## src/rtl/cg_pkg.sv

```systemverilog
package cg_pkg;
  localparam int unsigned ADDR_W = 4;
  localparam int unsigned DATA_W = 32;

  localparam logic [ADDR_W-1:0] A_SYS_SET  = 4'd0;
  localparam logic [ADDR_W-1:0] A_SYS_CLR  = 4'd1;
  localparam logic [ADDR_W-1:0] A_SYS_STAT = 4'd2;
  localparam logic [ADDR_W-1:0] A_PER_SET  = 4'd3;
  localparam logic [ADDR_W-1:0] A_PER_CLR  = 4'd4;
  localparam logic [ADDR_W-1:0] A_PER_STAT = 4'd5;
  localparam logic [ADDR_W-1:0] A_PHI_CLR  = 4'd6;
  localparam logic [ADDR_W-1:0] A_PHI_STAT = 4'd7;
  localparam logic [ADDR_W-1:0] A_PCMD     = 4'd8;

  localparam int unsigned PC_CMD_BIT = 31;
  localparam int unsigned PC_EN_BIT  = 28;
  localparam int unsigned PC_DIV_LSB = 16;
endpackage

```

## src/rtl/cg_rst_sync.sv

```systemverilog
module cg_rst_sync (
  input  logic clk,
  input  logic rst_n_in,
  output logic rst_n_out
);
  logic [1:0] sync_q;

  always_ff @(posedge clk or negedge rst_n_in) begin
    if (!rst_n_in) sync_q <= 2'b00;
    else           sync_q <= {sync_q[0], 1'b1};
  end

  assign rst_n_out = sync_q[1];
endmodule

```

## src/rtl/cg_w1_bank.sv

```systemverilog
module cg_w1_bank #(
  parameter int unsigned N     = 16,
  parameter int unsigned IDX_W = (N > 1) ? $clog2(N) : 1
) (
  input  logic             clk,
  input  logic             rst_n,
  input  logic [N-1:0]     set_mask,
  input  logic [N-1:0]     clr_mask,
  input  logic             cmd_we,
  input  logic [IDX_W-1:0] cmd_idx,
  input  logic             cmd_val,
  output logic [N-1:0]     en_q
);
  logic [N-1:0] en_d;
  logic         upd;

  for (genvar i = 0; i < N; i++) begin : g_bit
    always_comb begin
      en_d[i] = en_q[i];
      if (set_mask[i]) en_d[i] = 1'b1;
      if (clr_mask[i]) en_d[i] = 1'b0;
      if (cmd_we && (cmd_idx == IDX_W'(i))) en_d[i] = cmd_val;
    end
  end

  assign upd = (|set_mask) | (|clr_mask) | cmd_we;

  always_ff @(posedge clk or negedge rst_n) begin
    if (!rst_n)   en_q <= '0;
    else if (upd) en_q <= en_d;
  end
endmodule

```

## src/rtl/cg_div_bank.sv

```systemverilog
module cg_div_bank #(
  parameter int unsigned N     = 64,
  parameter int unsigned DIV_W = 2,
  parameter int unsigned IDX_W = $clog2(N)
) (
  input  logic               clk,
  input  logic               rst_n,
  input  logic               cmd_we,
  input  logic [IDX_W-1:0]   cmd_idx,
  input  logic [DIV_W-1:0]   cmd_div,
  output logic [N*DIV_W-1:0] div_q
);
  for (genvar i = 0; i < N; i++) begin : g_ent
    logic hit;
    assign hit = cmd_we && (cmd_idx == IDX_W'(i));

    always_ff @(posedge clk or negedge rst_n) begin
      if (!rst_n)   div_q[i*DIV_W +: DIV_W] <= '0;
      else if (hit) div_q[i*DIV_W +: DIV_W] <= cmd_div;
    end
  end
endmodule

```

## src/rtl/cg_gate_bank.sv

```systemverilog
module cg_gate_bank
  import cg_pkg::*;
#(
  parameter int unsigned NUM_SYS = 16,
  parameter int unsigned NUM_PER = 64,
  parameter int unsigned DIV_W   = 2
) (
  input  logic                     clk,
  input  logic                     rst_n,
  input  logic                     wr_en,
  input  logic [3:0]               addr,
  input  logic [31:0]              wdata,
  output logic [31:0]              rdata,
  output logic [NUM_SYS-1:0]       sys_gate_en,
  output logic [NUM_PER-1:0]       per_gate_en,
  output logic [NUM_PER*DIV_W-1:0] per_div
);
  localparam int unsigned ID_W  = $clog2(NUM_PER);
  localparam int unsigned HI_N  = NUM_PER - 32;
  localparam int unsigned SYS_W = (NUM_SYS > 1) ? $clog2(NUM_SYS) : 1;

  logic               rst_n_s;
  logic [NUM_SYS-1:0] sys_set, sys_clr;
  logic [NUM_PER-1:0] per_set, per_clr;
  logic               cmd_wr, cmd_we;
  logic [ID_W-1:0]    cmd_idx;
  logic [ID_W-1:0]    sel_d, sel_q;

  cg_rst_sync u_rst (.clk(clk), .rst_n_in(rst_n), .rst_n_out(rst_n_s));

  // write decode
  always_comb begin
    sys_set = '0;
    sys_clr = '0;
    per_set = '0;
    per_clr = '0;
    if (wr_en && addr == A_SYS_SET) sys_set = wdata[NUM_SYS-1:0];
    if (wr_en && addr == A_SYS_CLR) sys_clr = wdata[NUM_SYS-1:0];
    if (wr_en && addr == A_PER_SET) per_set[31:0] = wdata;
    if (wr_en && addr == A_PER_CLR) per_clr[31:0] = wdata;
    if (wr_en && addr == A_PHI_CLR) per_clr[NUM_PER-1:32] = wdata[HI_N-1:0];
  end

  assign cmd_wr  = wr_en && (addr == A_PCMD);
  assign cmd_we  = cmd_wr && wdata[PC_CMD_BIT];
  assign cmd_idx = wdata[ID_W-1:0];

  cg_w1_bank #(.N(NUM_SYS), .IDX_W(SYS_W)) u_sys (
    .clk(clk), .rst_n(rst_n_s),
    .set_mask(sys_set), .clr_mask(sys_clr),
    .cmd_we(1'b0), .cmd_idx('0), .cmd_val(1'b0),
    .en_q(sys_gate_en)
  );

  cg_w1_bank #(.N(NUM_PER), .IDX_W(ID_W)) u_per (
    .clk(clk), .rst_n(rst_n_s),
    .set_mask(per_set), .clr_mask(per_clr),
    .cmd_we(cmd_we), .cmd_idx(cmd_idx), .cmd_val(wdata[PC_EN_BIT]),
    .en_q(per_gate_en)
  );

  cg_div_bank #(.N(NUM_PER), .DIV_W(DIV_W), .IDX_W(ID_W)) u_div (
    .clk(clk), .rst_n(rst_n_s),
    .cmd_we(cmd_we), .cmd_idx(cmd_idx),
    .cmd_div(wdata[PC_DIV_LSB +: DIV_W]),
    .div_q(per_div)
  );

  // read-back selection: next state
  always_comb begin
    sel_d = sel_q;
    if (cmd_wr) sel_d = cmd_idx;
  end

  always_ff @(posedge clk or negedge rst_n_s) begin
    if (!rst_n_s)    sel_q <= '0;
    else if (cmd_wr) sel_q <= sel_d;
  end

  // read mux
  always_comb begin
    rdata = '0;
    case (addr)
      A_SYS_STAT: rdata[NUM_SYS-1:0] = sys_gate_en;
      A_PER_STAT: rdata = per_gate_en[31:0];
      A_PHI_STAT: rdata[HI_N-1:0] = per_gate_en[NUM_PER-1:32];
      A_PCMD: begin
        rdata[ID_W-1:0]              = sel_q;
        rdata[PC_DIV_LSB +: DIV_W]   = per_div[int'(sel_q)*DIV_W +: DIV_W];
        rdata[PC_EN_BIT]             = per_gate_en[sel_q];
      end
      default: rdata = '0;
    endcase
  end
endmodule

```

## config.mk

```make
export PLATFORM = sky130hd
export DESIGN_NAME = cg_gate_bank
export DESIGN_NICKNAME = d
export VERILOG_FILES = /design/src/rtl/cg_pkg.sv /design/src/rtl/cg_rst_sync.sv /design/src/rtl/cg_w1_bank.sv /design/src/rtl/cg_div_bank.sv /design/src/rtl/cg_gate_bank.sv
export SDC_FILE = /design/constraint.sdc
export NUM_CORES = 1
export LEC_CHECK = 0
export BUFFER_PORTS_ARGS = -buffer_cell sky130_fd_sc_hd__buf_2
export CORE_ASPECT_RATIO = 1.1
export CORE_MARGIN = 2
export CORE_UTILIZATION = 54
export CTS_CLUSTER_DIAMETER = 120
export DETAILED_ROUTE_END_ITERATION = 7
export PLACE_DENSITY = 0.81
export SETUP_SLACK_MARGIN = 0.02
export SLEW_MARGIN = 20
export SYNTH_ARGS = -nofsm -noshare
export SYNTH_HDL_FRONTEND = slang
export SYNTH_SLANG_ARGS = --single-unit
```

## constraint.sdc

```tcl
create_clock -name clk -period 15.3 [get_ports clk]
set_input_delay 0.765 -clock clk [delete_from_list [all_inputs] [get_ports clk]]
set_output_delay 0.765 -clock clk [all_outputs]
set_load 0.01 [all_outputs]
```

==> impl_metrics.py, run 1 <==
metrics = {
    "status": {
        "status": "completed",
    },
    "floorplan": {
        "core_region_area_um2": 20400,
        "initial_core_util_pct": 54.8,
        "chipHeight_um": 155,
        "core.rowCount": 55,
        "area_of_the_die_um2": 21900,
        "floorplan.io_pins": 279,
        "horizontal_extent_of_the_die_um": 141,
    },
    "power": {
        "total_power_mw": 1.49,
        "power_density_nw_per_um2": 110,
        "leakagePower_nw": 6.80,
        "ir_drop_worst_case_vdd_mv": 0.0814,
    },
    "timing": {
        "max_freq_ghz": 0.236,
        "setup_violations": 0,
        "finalWorstSetupSlack_ns": 11.07,
        "worst_pin_slew_ns": 1.11,
        "hold_violations": 0,
        "finalWorstPathRequiredPeriod_ns": 4.23,
        "final.setup.tns_ns": 0,
        "clock_skew_ns": 0.00697,
        "fin_crit_sh_pct": 27.7,
        "fin_hold_ws_ns": 0.0286,
        "timing_max_transition_violations_final": 0,
        "max_slew_margin_pct": 25.6,
        "grt_setup_unrepaired": "false",
    },
    "final_layout": {
        "layout.nets": 1221,
        "synthToLayoutAreaGrowth_pct": 20.4,
        "drive_gt1_share_pct": 48.2,
        "final_cell_count_no_fill": 1454,
        "antenna-diode-count": 0,
        "post-route-cell-area_um2": 13500,
        "post-route-util_pct": 66.0,
    },
    "logic_synthesis": {
        "postSynth.topFlopCell": "sky130_fd_sc_hd__dfrtp_1",
        "synth_cell_types": 50,
        "synth_most_common_cell": "sky130_fd_sc_hd__dfrtp_1",
        "syn_area_per_cell_um2": 11.9,
        "synth.yosys.seq_area_share_pct": 48.3,
        "area_contributors_post_synth": "sky130_fd_sc_hd__dfrtp_1, sky130_fd_sc_hd__mux2_2, sky130_fd_sc_hd__mux4_2",
        "ys_ff_latch": 216,
        "synth_common_cells": "sky130_fd_sc_hd__dfrtp_1, sky130_fd_sc_hd__mux2_2, sky130_fd_sc_hd__nand2_1",
        "synth-edff-count": 0,
        "asyncSetResetFlopFracSynth_pct": 100,
        "post_synth_inst_count": 942,
        "synth.net_count": 981,
        "proportion_of_netlist_area_held_by_the_largest_area_contributor_pct": 48.3,
        "syn_area_um2": 11200,
        "yosys_warnings": 0,
        "synth_top_area_cell": "sky130_fd_sc_hd__dfrtp_1",
    },
    "worst_setup_path": {
        "worst_setup_path_category": "reg2out",
        "critPathCaptureType": "output pin",
        "setup.worst_path.start": "sel_q[0]",
        "worst_path_max_stage_delay_ns": 0.91,
        "worst-path-max-fanout": 27,
        "worstPathRequired_ns": 14.53,
        "worstReg2RegStart": "u_rst.sync_q[1]",
        "cp_cell_sequence": "buf_4 > mux4_2 > a22oi_1 > nand2_1 > a21oi_1 > o22ai_1 > buf_2",
        "cp-start-kind": "flip-flop",
        "critPathTopFamily": "flip-flops",
        "crit_path_top_delay_cell": "sky130_fd_sc_hd__dfrtp_2",
        "cp.arrival_ns": 3.47,
        "cp.buffers_inverters": 2,
    },
    "grt": {
        "grt-ovfl-total": 0,
        "gr-usage-all-layers_pct": 34.1,
        "grt_start_max_net_pins": 68,
        "grt_antenna_before_repair": 0,
        "vias_in_the_first_global_route": 9402,
        "grt_pass1_wl_um": 56600,
    },
    "route": {
        "detailedRoute.firstIterationViolations": 1240,
        "drt_wl_total_um": 37900,
        "firstDrtPassIters": 6,
        "route.detailed.drc": 0,
        "wl_met2_um": 17800,
        "wirelength_met1_um": 14000,
        "highest-signal-layer": "met4",
        "ant_nets": 0,
        "avgViaCountPerCell": 6.71,
        "route.vias.total": 9758,
        "drt-wirelength-per-cell_um": 26.1,
        "wl_met3_um": 4210,
    },
    "cts": {
        "cts.clk_slew.worst_paths_ns": 0.06,
        "cts-buffers-inserted": 22,
        "clock_path_buffers": 3,
        "cts-resized-gates": 0,
        "cts_tree": "done",
        "htree_levels": 1,
        "tritoncts_num_sinks": 216,
        "post_cts.repair.setup_buffers": 0,
        "later_pin_clock_latency_in_the_skew_report_ns": 0.51,
        "cts.root.buffer_cell": "sky130_fd_sc_hd__clkbuf_16",
        "cts_hold_buffers": 0,
    },
    "placement": {
        "placed_cells_incl_taps": 1414,
        "pre_cts_ws_ns": 11.61,
        "placedInstanceArea_um2": 12700,
        "hpwl_um": 27100,
        "place.gp.congestion": 0.996,
        "placement.io_buffers": 278,
    },
    "worst_hold_path": {
        "min_path_type": "in2async",
    },
    "run": {
        "cap_viol_max_count": 0,
    },
}
==> flip-flops by register name, indices dropped and copies added (netlist names) <==
name / count
u_sys.en_q: 16
u_div.div_q: 128
u_per.en_q: 64
u_rst.sync_q: 2
sel_q: 6
==> kinds of logic after synthesis <==
group,after synthesis,share of synthesized area (%)
DFF,216,48.3
muxes,221,26.7
and+or+nand+nor,232,11.3
other,1,0.0335
buffers and inverters,79,2.96
AOI/OAI and AO/OA,193,10.7
==> cells in the final DEF (no fill, tap or decap), drive strengths merged, types with 28 or more instances in the layout <==
| cell | Yosys | final |
|---|---|---|
| a21oi | 96 | 96 |
| a22oi | 29 | 29 |
| buf | 16 | 293 |
| clkbuf | 61 | 33 |
| dfrtp | 216 | 216 |
| mux2 | 170 | 170 |
| mux4 | 44 | 44 |
| nand2 | 146 | 146 |
| nand3 | 31 | 31 |
| o21ai | 28 | 28 |
==> layout make-up <==
class                           count  area, µm²
Fill cell                        1521       6960
Clock inverter                      7       87.6
Timing Repair Buffer              293       1500
Inverter                            2       7.51
Tap cell                          256        320
Sequential cell                   216       5410
Multi-Input combinational cell    647       5490
Clock buffer                       33        663
==> worst paths after layout <==
kind | end | slack, ns | cells after the start
max | rdata[16] | 11.07 | 7
min in group clk | u_rst.sync_q[1] | 0.35 | 0
max in group asynchronous | u_per.en_q[59] | 13.06 | 2
min | u_rst.sync_q[1] | 0.03 | 1
max reg2reg | u_per.en_q[59] | 13.06 | 2
min reg2reg | u_div.div_q[91] | 0.24 | 0
==> power breakdown <==
part | switching, mW | internal (mW) | total [mW]
Clock | 0.225 | 0.333 | 0.558
Combinational | 0.138 | 0.114 | 0.251
Sequential | 0.0707 | 0.608 | 0.679
==> layer usage <==
layer / track usage [%] / up-vias
met2: 52.6 / 784
li1: - / 3972
met5: 0 / -
met3: 6.68 / 148
met4: 15.2 / 0
met1: 47.4 / 4854
Note: power is estimated with default switching activity, not from simulation.
==> run 2: changes to the inputs <==
--- a/config.mk
+++ b/config.mk
@@ -5,13 +5,14 @@
 export SDC_FILE = /design/constraint.sdc
 export NUM_CORES = 1
 export LEC_CHECK = 0
+export ABC_AREA = 1
 export BUFFER_PORTS_ARGS = -buffer_cell sky130_fd_sc_hd__buf_2
 export CORE_ASPECT_RATIO = 1.1
 export CORE_MARGIN = 2
 export CORE_UTILIZATION = 54
 export CTS_CLUSTER_DIAMETER = 120
 export DETAILED_ROUTE_END_ITERATION = 7
-export PLACE_DENSITY = 0.81
+export PLACE_DENSITY = 0.8
 export SETUP_SLACK_MARGIN = 0.02
 export SLEW_MARGIN = 20
 export SYNTH_ARGS = -nofsm -noshare
==> constraint.sdc (replaced) <==
create_clock -name clk -period 3.9 [get_ports clk]
set_input_delay 0.195 -clock clk [delete_from_list [all_inputs] [get_ports clk]]
set_output_delay 0.195 -clock clk [all_outputs]
set_load 0.01 [all_outputs]
==> impl_metrics.py, run 2 <==
metrics = {
    "timing": {
        "setup_violations": 0,
        "finalWorstSetupSlack_ns": 0.828,
        "worst_pin_slew_ns": 1.14,
        "max_slew_margin_pct": 23.9,
        "hold_violations": 0,
        "max_freq_ghz": 0.326,
        "timing_max_transition_violations_final": 0,
        "grt_setup_unrepaired": "false",
        "clock_skew_ns": 0.00838,
        "finalWorstPathRequiredPeriod_ns": 3.07,
        "final.setup.tns_ns": 0,
        "fin_crit_sh_pct": 78.8,
    },
    "worst_setup_path": {
        "worstPathRequired_ns": 3.70,
        "critPathCaptureType": "output pin",
        "worst_setup_path_category": "reg2out",
        "cp.buffers_inverters": 2,
        "worst_path_max_stage_delay_ns": 0.76,
        "cp_cell_sequence": "buf_4 > nand2_1 > nand3_1 > nand3_1 > nand2_1 > nand2_1 > nand3_1 > nand3_1 > nand3_1 > buf_2",
        "worst-path-max-fanout": 96,
        "critPathTopFamily": "simple AND/OR/NAND/NOR gates",
        "worst-r2r-setup-slack_ns": 2.36,
        "critical_path.most_common_cell": "sky130_fd_sc_hd__nand3_1",
        "cp-start-kind": "flip-flop",
        "crit_path_top_delay_cell": "sky130_fd_sc_hd__buf_4",
        "cp.arrival_ns": 2.88,
    },
    "cts": {
        "htree_levels": 1,
        "cts-buffers-inserted": 23,
        "later_pin_clock_latency_in_the_skew_report_ns": 0.54,
        "post_cts.repair.setup_buffers": 0,
        "clock_path_buffers": 3,
        "cts.root.buffer_cell": "sky130_fd_sc_hd__clkbuf_16",
        "tritoncts_num_sinks": 216,
        "cts.clk_slew.worst_paths_ns": 0.07,
        "cts_tree": "done",
    },
    "route": {
        "avgViaCountPerCell": 5.95,
        "route.vias.total": 13257,
        "ant_nets": 0,
        "detailedRoute.firstIterationViolations": 1622,
        "drt_wl_total_um": 44100,
        "route.detailed.drc": 0,
        "drt-wirelength-per-cell_um": 19.8,
        "firstDrtPassIters": 7,
    },
    "logic_synthesis": {
        "synth_top_area_cell": "sky130_fd_sc_hd__dfrtp_1",
        "syn_area_um2": 12000,
        "post_synth_xor_area_fraction_pct": 0,
        "synthAdderAreaFrac_pct": 0,
        "post_synth_inst_count": 1667,
        "synth-edff-count": 0,
        "yosys_warnings": 0,
        "synth.net_count": 1706,
        "synth.area.mux_share_pct": 0,
        "area_contributors_post_synth": "sky130_fd_sc_hd__dfrtp_1, sky130_fd_sc_hd__nand2_1, sky130_fd_sc_hd__nand3_1",
        "synth_cell_types": 33,
        "asyncSetResetFlopFracSynth_pct": 100,
        "synth-compound-area-share_pct": 14.7,
        "synth.yosys.seq_area_share_pct": 45.2,
        "ys_ff_latch": 216,
        "syn_area_per_cell_um2": 7.17,
        "postSynth.topFlopCell": "sky130_fd_sc_hd__dfrtp_1",
        "synth_common_cells": "sky130_fd_sc_hd__nand2_1, sky130_fd_sc_hd__nand3_1, sky130_fd_sc_hd__dfrtp_1",
        "synth_most_common_cell": "sky130_fd_sc_hd__nand2_1",
        "largest_family_of_logic_cells_by_synthesized_area": "simple AND/OR/NAND/NOR gates",
        "synth_simple_gate_area_share_pct": 32.2,
        "proportion_of_netlist_area_held_by_the_largest_area_contributor_pct": 45.2,
    },
    "floorplan": {
        "chipHeight_um": 160,
        "horizontal_extent_of_the_die_um": 146,
        "initial_core_util_pct": 54.6,
        "area_of_the_die_um2": 23300,
        "core_region_area_um2": 21900,
        "floorplan.io_pins": 279,
        "core.rowCount": 57,
    },
    "final_layout": {
        "layout.nets": 1954,
        "synthToLayoutAreaGrowth_pct": 21.3,
        "final_cell_mix": "sky130_fd_sc_hd__nand2_1, sky130_fd_sc_hd__buf_2, sky130_fd_sc_hd__nand3_1, sky130_fd_sc_hd__dfrtp_1, sky130_fd_sc_hd__o21ai_0",
        "layout_commonest_cell": "sky130_fd_sc_hd__nand2_1",
        "antenna-diode-count": 0,
        "number_of_flip_flops_under_the_largest_register_name": 128,
        "reg_top3": "u_div.div_q (128), u_per.en_q (64), u_sys.en_q (16)",
        "top_register": "u_div.div_q",
        "post-route-cell-area_um2": 14500,
        "drive_gt1_share_pct": 19.6,
    },
    "grt": {
        "grt_pass1_wl_um": 68300,
        "grt-ovfl-total": 0,
        "vias_in_the_first_global_route": 12468,
        "grt_antenna_before_repair": 1,
        "grt_start_max_net_pins": 117,
        "globalRouteMet1Util_pct": 49.2,
        "met3_usage_pct": 6.63,
        "groute.layer.met2.usage_pct": 56.9,
        "gr-usage-all-layers_pct": 37.1,
        "grt.busiest_layer": "met2",
    },
    "power": {
        "power_density_nw_per_um2": 433,
        "leakagePower_nw": 7.28,
        "total_power_mw": 6.28,
        "ir_drop_worst_case_vdd_mv": 0.283,
    },
    "placement": {
        "hpwl_um": 30700,
        "placedInstanceArea_um2": 13500,
        "place.gp.congestion": 0.987,
        "placement.io_buffers": 278,
        "pre_cts_ws_ns": 1.47,
    },
    "worst_hold_path": {
        "min_path_type": "in2reg",
    },
    "status": {
        "status": "completed",
    },
    "run": {
        "cap_viol_max_count": 0,
    },
}
==> run 2: cell types whose count changed after synthesis, moves of 27 or more <==
| cell | change |
|---|---|
| sky130_fd_sc_hd__a21oi_1 | -66 |
| sky130_fd_sc_hd__a22oi_1 | -27 |
| sky130_fd_sc_hd__inv_1 | +129 |
| sky130_fd_sc_hd__mux2_2 | -155 |
| sky130_fd_sc_hd__mux4_2 | -44 |
| sky130_fd_sc_hd__nand2_1 | +421 |
| sky130_fd_sc_hd__nand3_1 | +194 |
| sky130_fd_sc_hd__nor2_1 | +78 |
| sky130_fd_sc_hd__o211ai_1 | +34 |
| sky130_fd_sc_hd__o21ai_0 | +152 |
| sky130_fd_sc_hd__o21ai_1 | +49 |
==> run 2: layer usage <==
metal  vias up  part of all wire [%]  wire length [µm]
met2       965                    45             19800
met3       204                    11              5040
met4         0                   6.7              2960
met1      6107                    37             16300
li1       5981                     -                 -
met5         -                     0                 0
==> run 2: cell type report <==
| type | count | area (µm²) |
|---|---|---|
| flip-flops and latches | 216 | 5410 |
| repair buffers | 317 | 1780 |
| fillers | 1874 | 7390 |
| multi-input cells | 1218 | 5620 |
| well taps | 295 | 369 |
| inverters | 139 | 527 |
| clock inverters | 8 | 109 |
| clock buffers | 34 | 687 |
==> run 2: per-stage QoR <==
| stage | hold WS [ns] | std cells | utilization (%) |
|---|---|---|---|
| CTS | 0.00231 | 2227 | 66.2 |
| global placement | -0.0192 | 2163 | 61.6 |
| finish | 0.0129 | 2227 | 66.2 |
| detailed placement | -0.0173 | 2163 | 61.6 |
| floorplan | -0.101 | 1667 | - |
| global route | 0.0389 | 2227 | 66.2 |
==> run 2: worst min-delay path: cells and delay by family <==
kind                   cells  cell delay, ns
AND/OR/NAND/NOR            2            0.13
AO/OA/AOI/OAI              1            0.07
buffers and inverters      1            0.11
==> run 2: path summary, 6_finish.rpt <==
| path | start | end | cells past startpoint |
|---|---|---|---|
| hold reg to reg | u_rst.sync_q[0] | u_rst.sync_q[1] | 0 |
| setup / recovery | sel_q[0] | rdata[17] | 10 |
| hold / removal | wdata[30] | u_per.en_q[62] | 4 |
| max in group asynchronous | u_rst.sync_q[1] | sel_q[0] | 1 |
| setup reg to reg | sel_q[1] | sel_q[1] | 3 |
| min in group asynchronous | u_rst.sync_q[1] | u_div.div_q[62] | 1 |
==> run 2: kinds of logic after synthesis <==
logic type,after synthesis
buffers and inverters,233
and+or+nand+nor,904
other,1
DFF,216
AOI/OAI and AO/OA,313
==> run 2: what timing repair did <==
item	CTS	global route
endpoints found under the setup margin	0	0
hold buffers	22	0
endpoints found under the hold margin	29	0
gates resized for setup	0	0
==> run 2: where the power goes <==
part	switching [mW]	internal, mW	total (mW)
Clock	0.955	1.36	2.32
Sequential	0.208	2.40	2.60
Combinational	0.930	0.435	1.37
Total	2.09	4.19	6.28
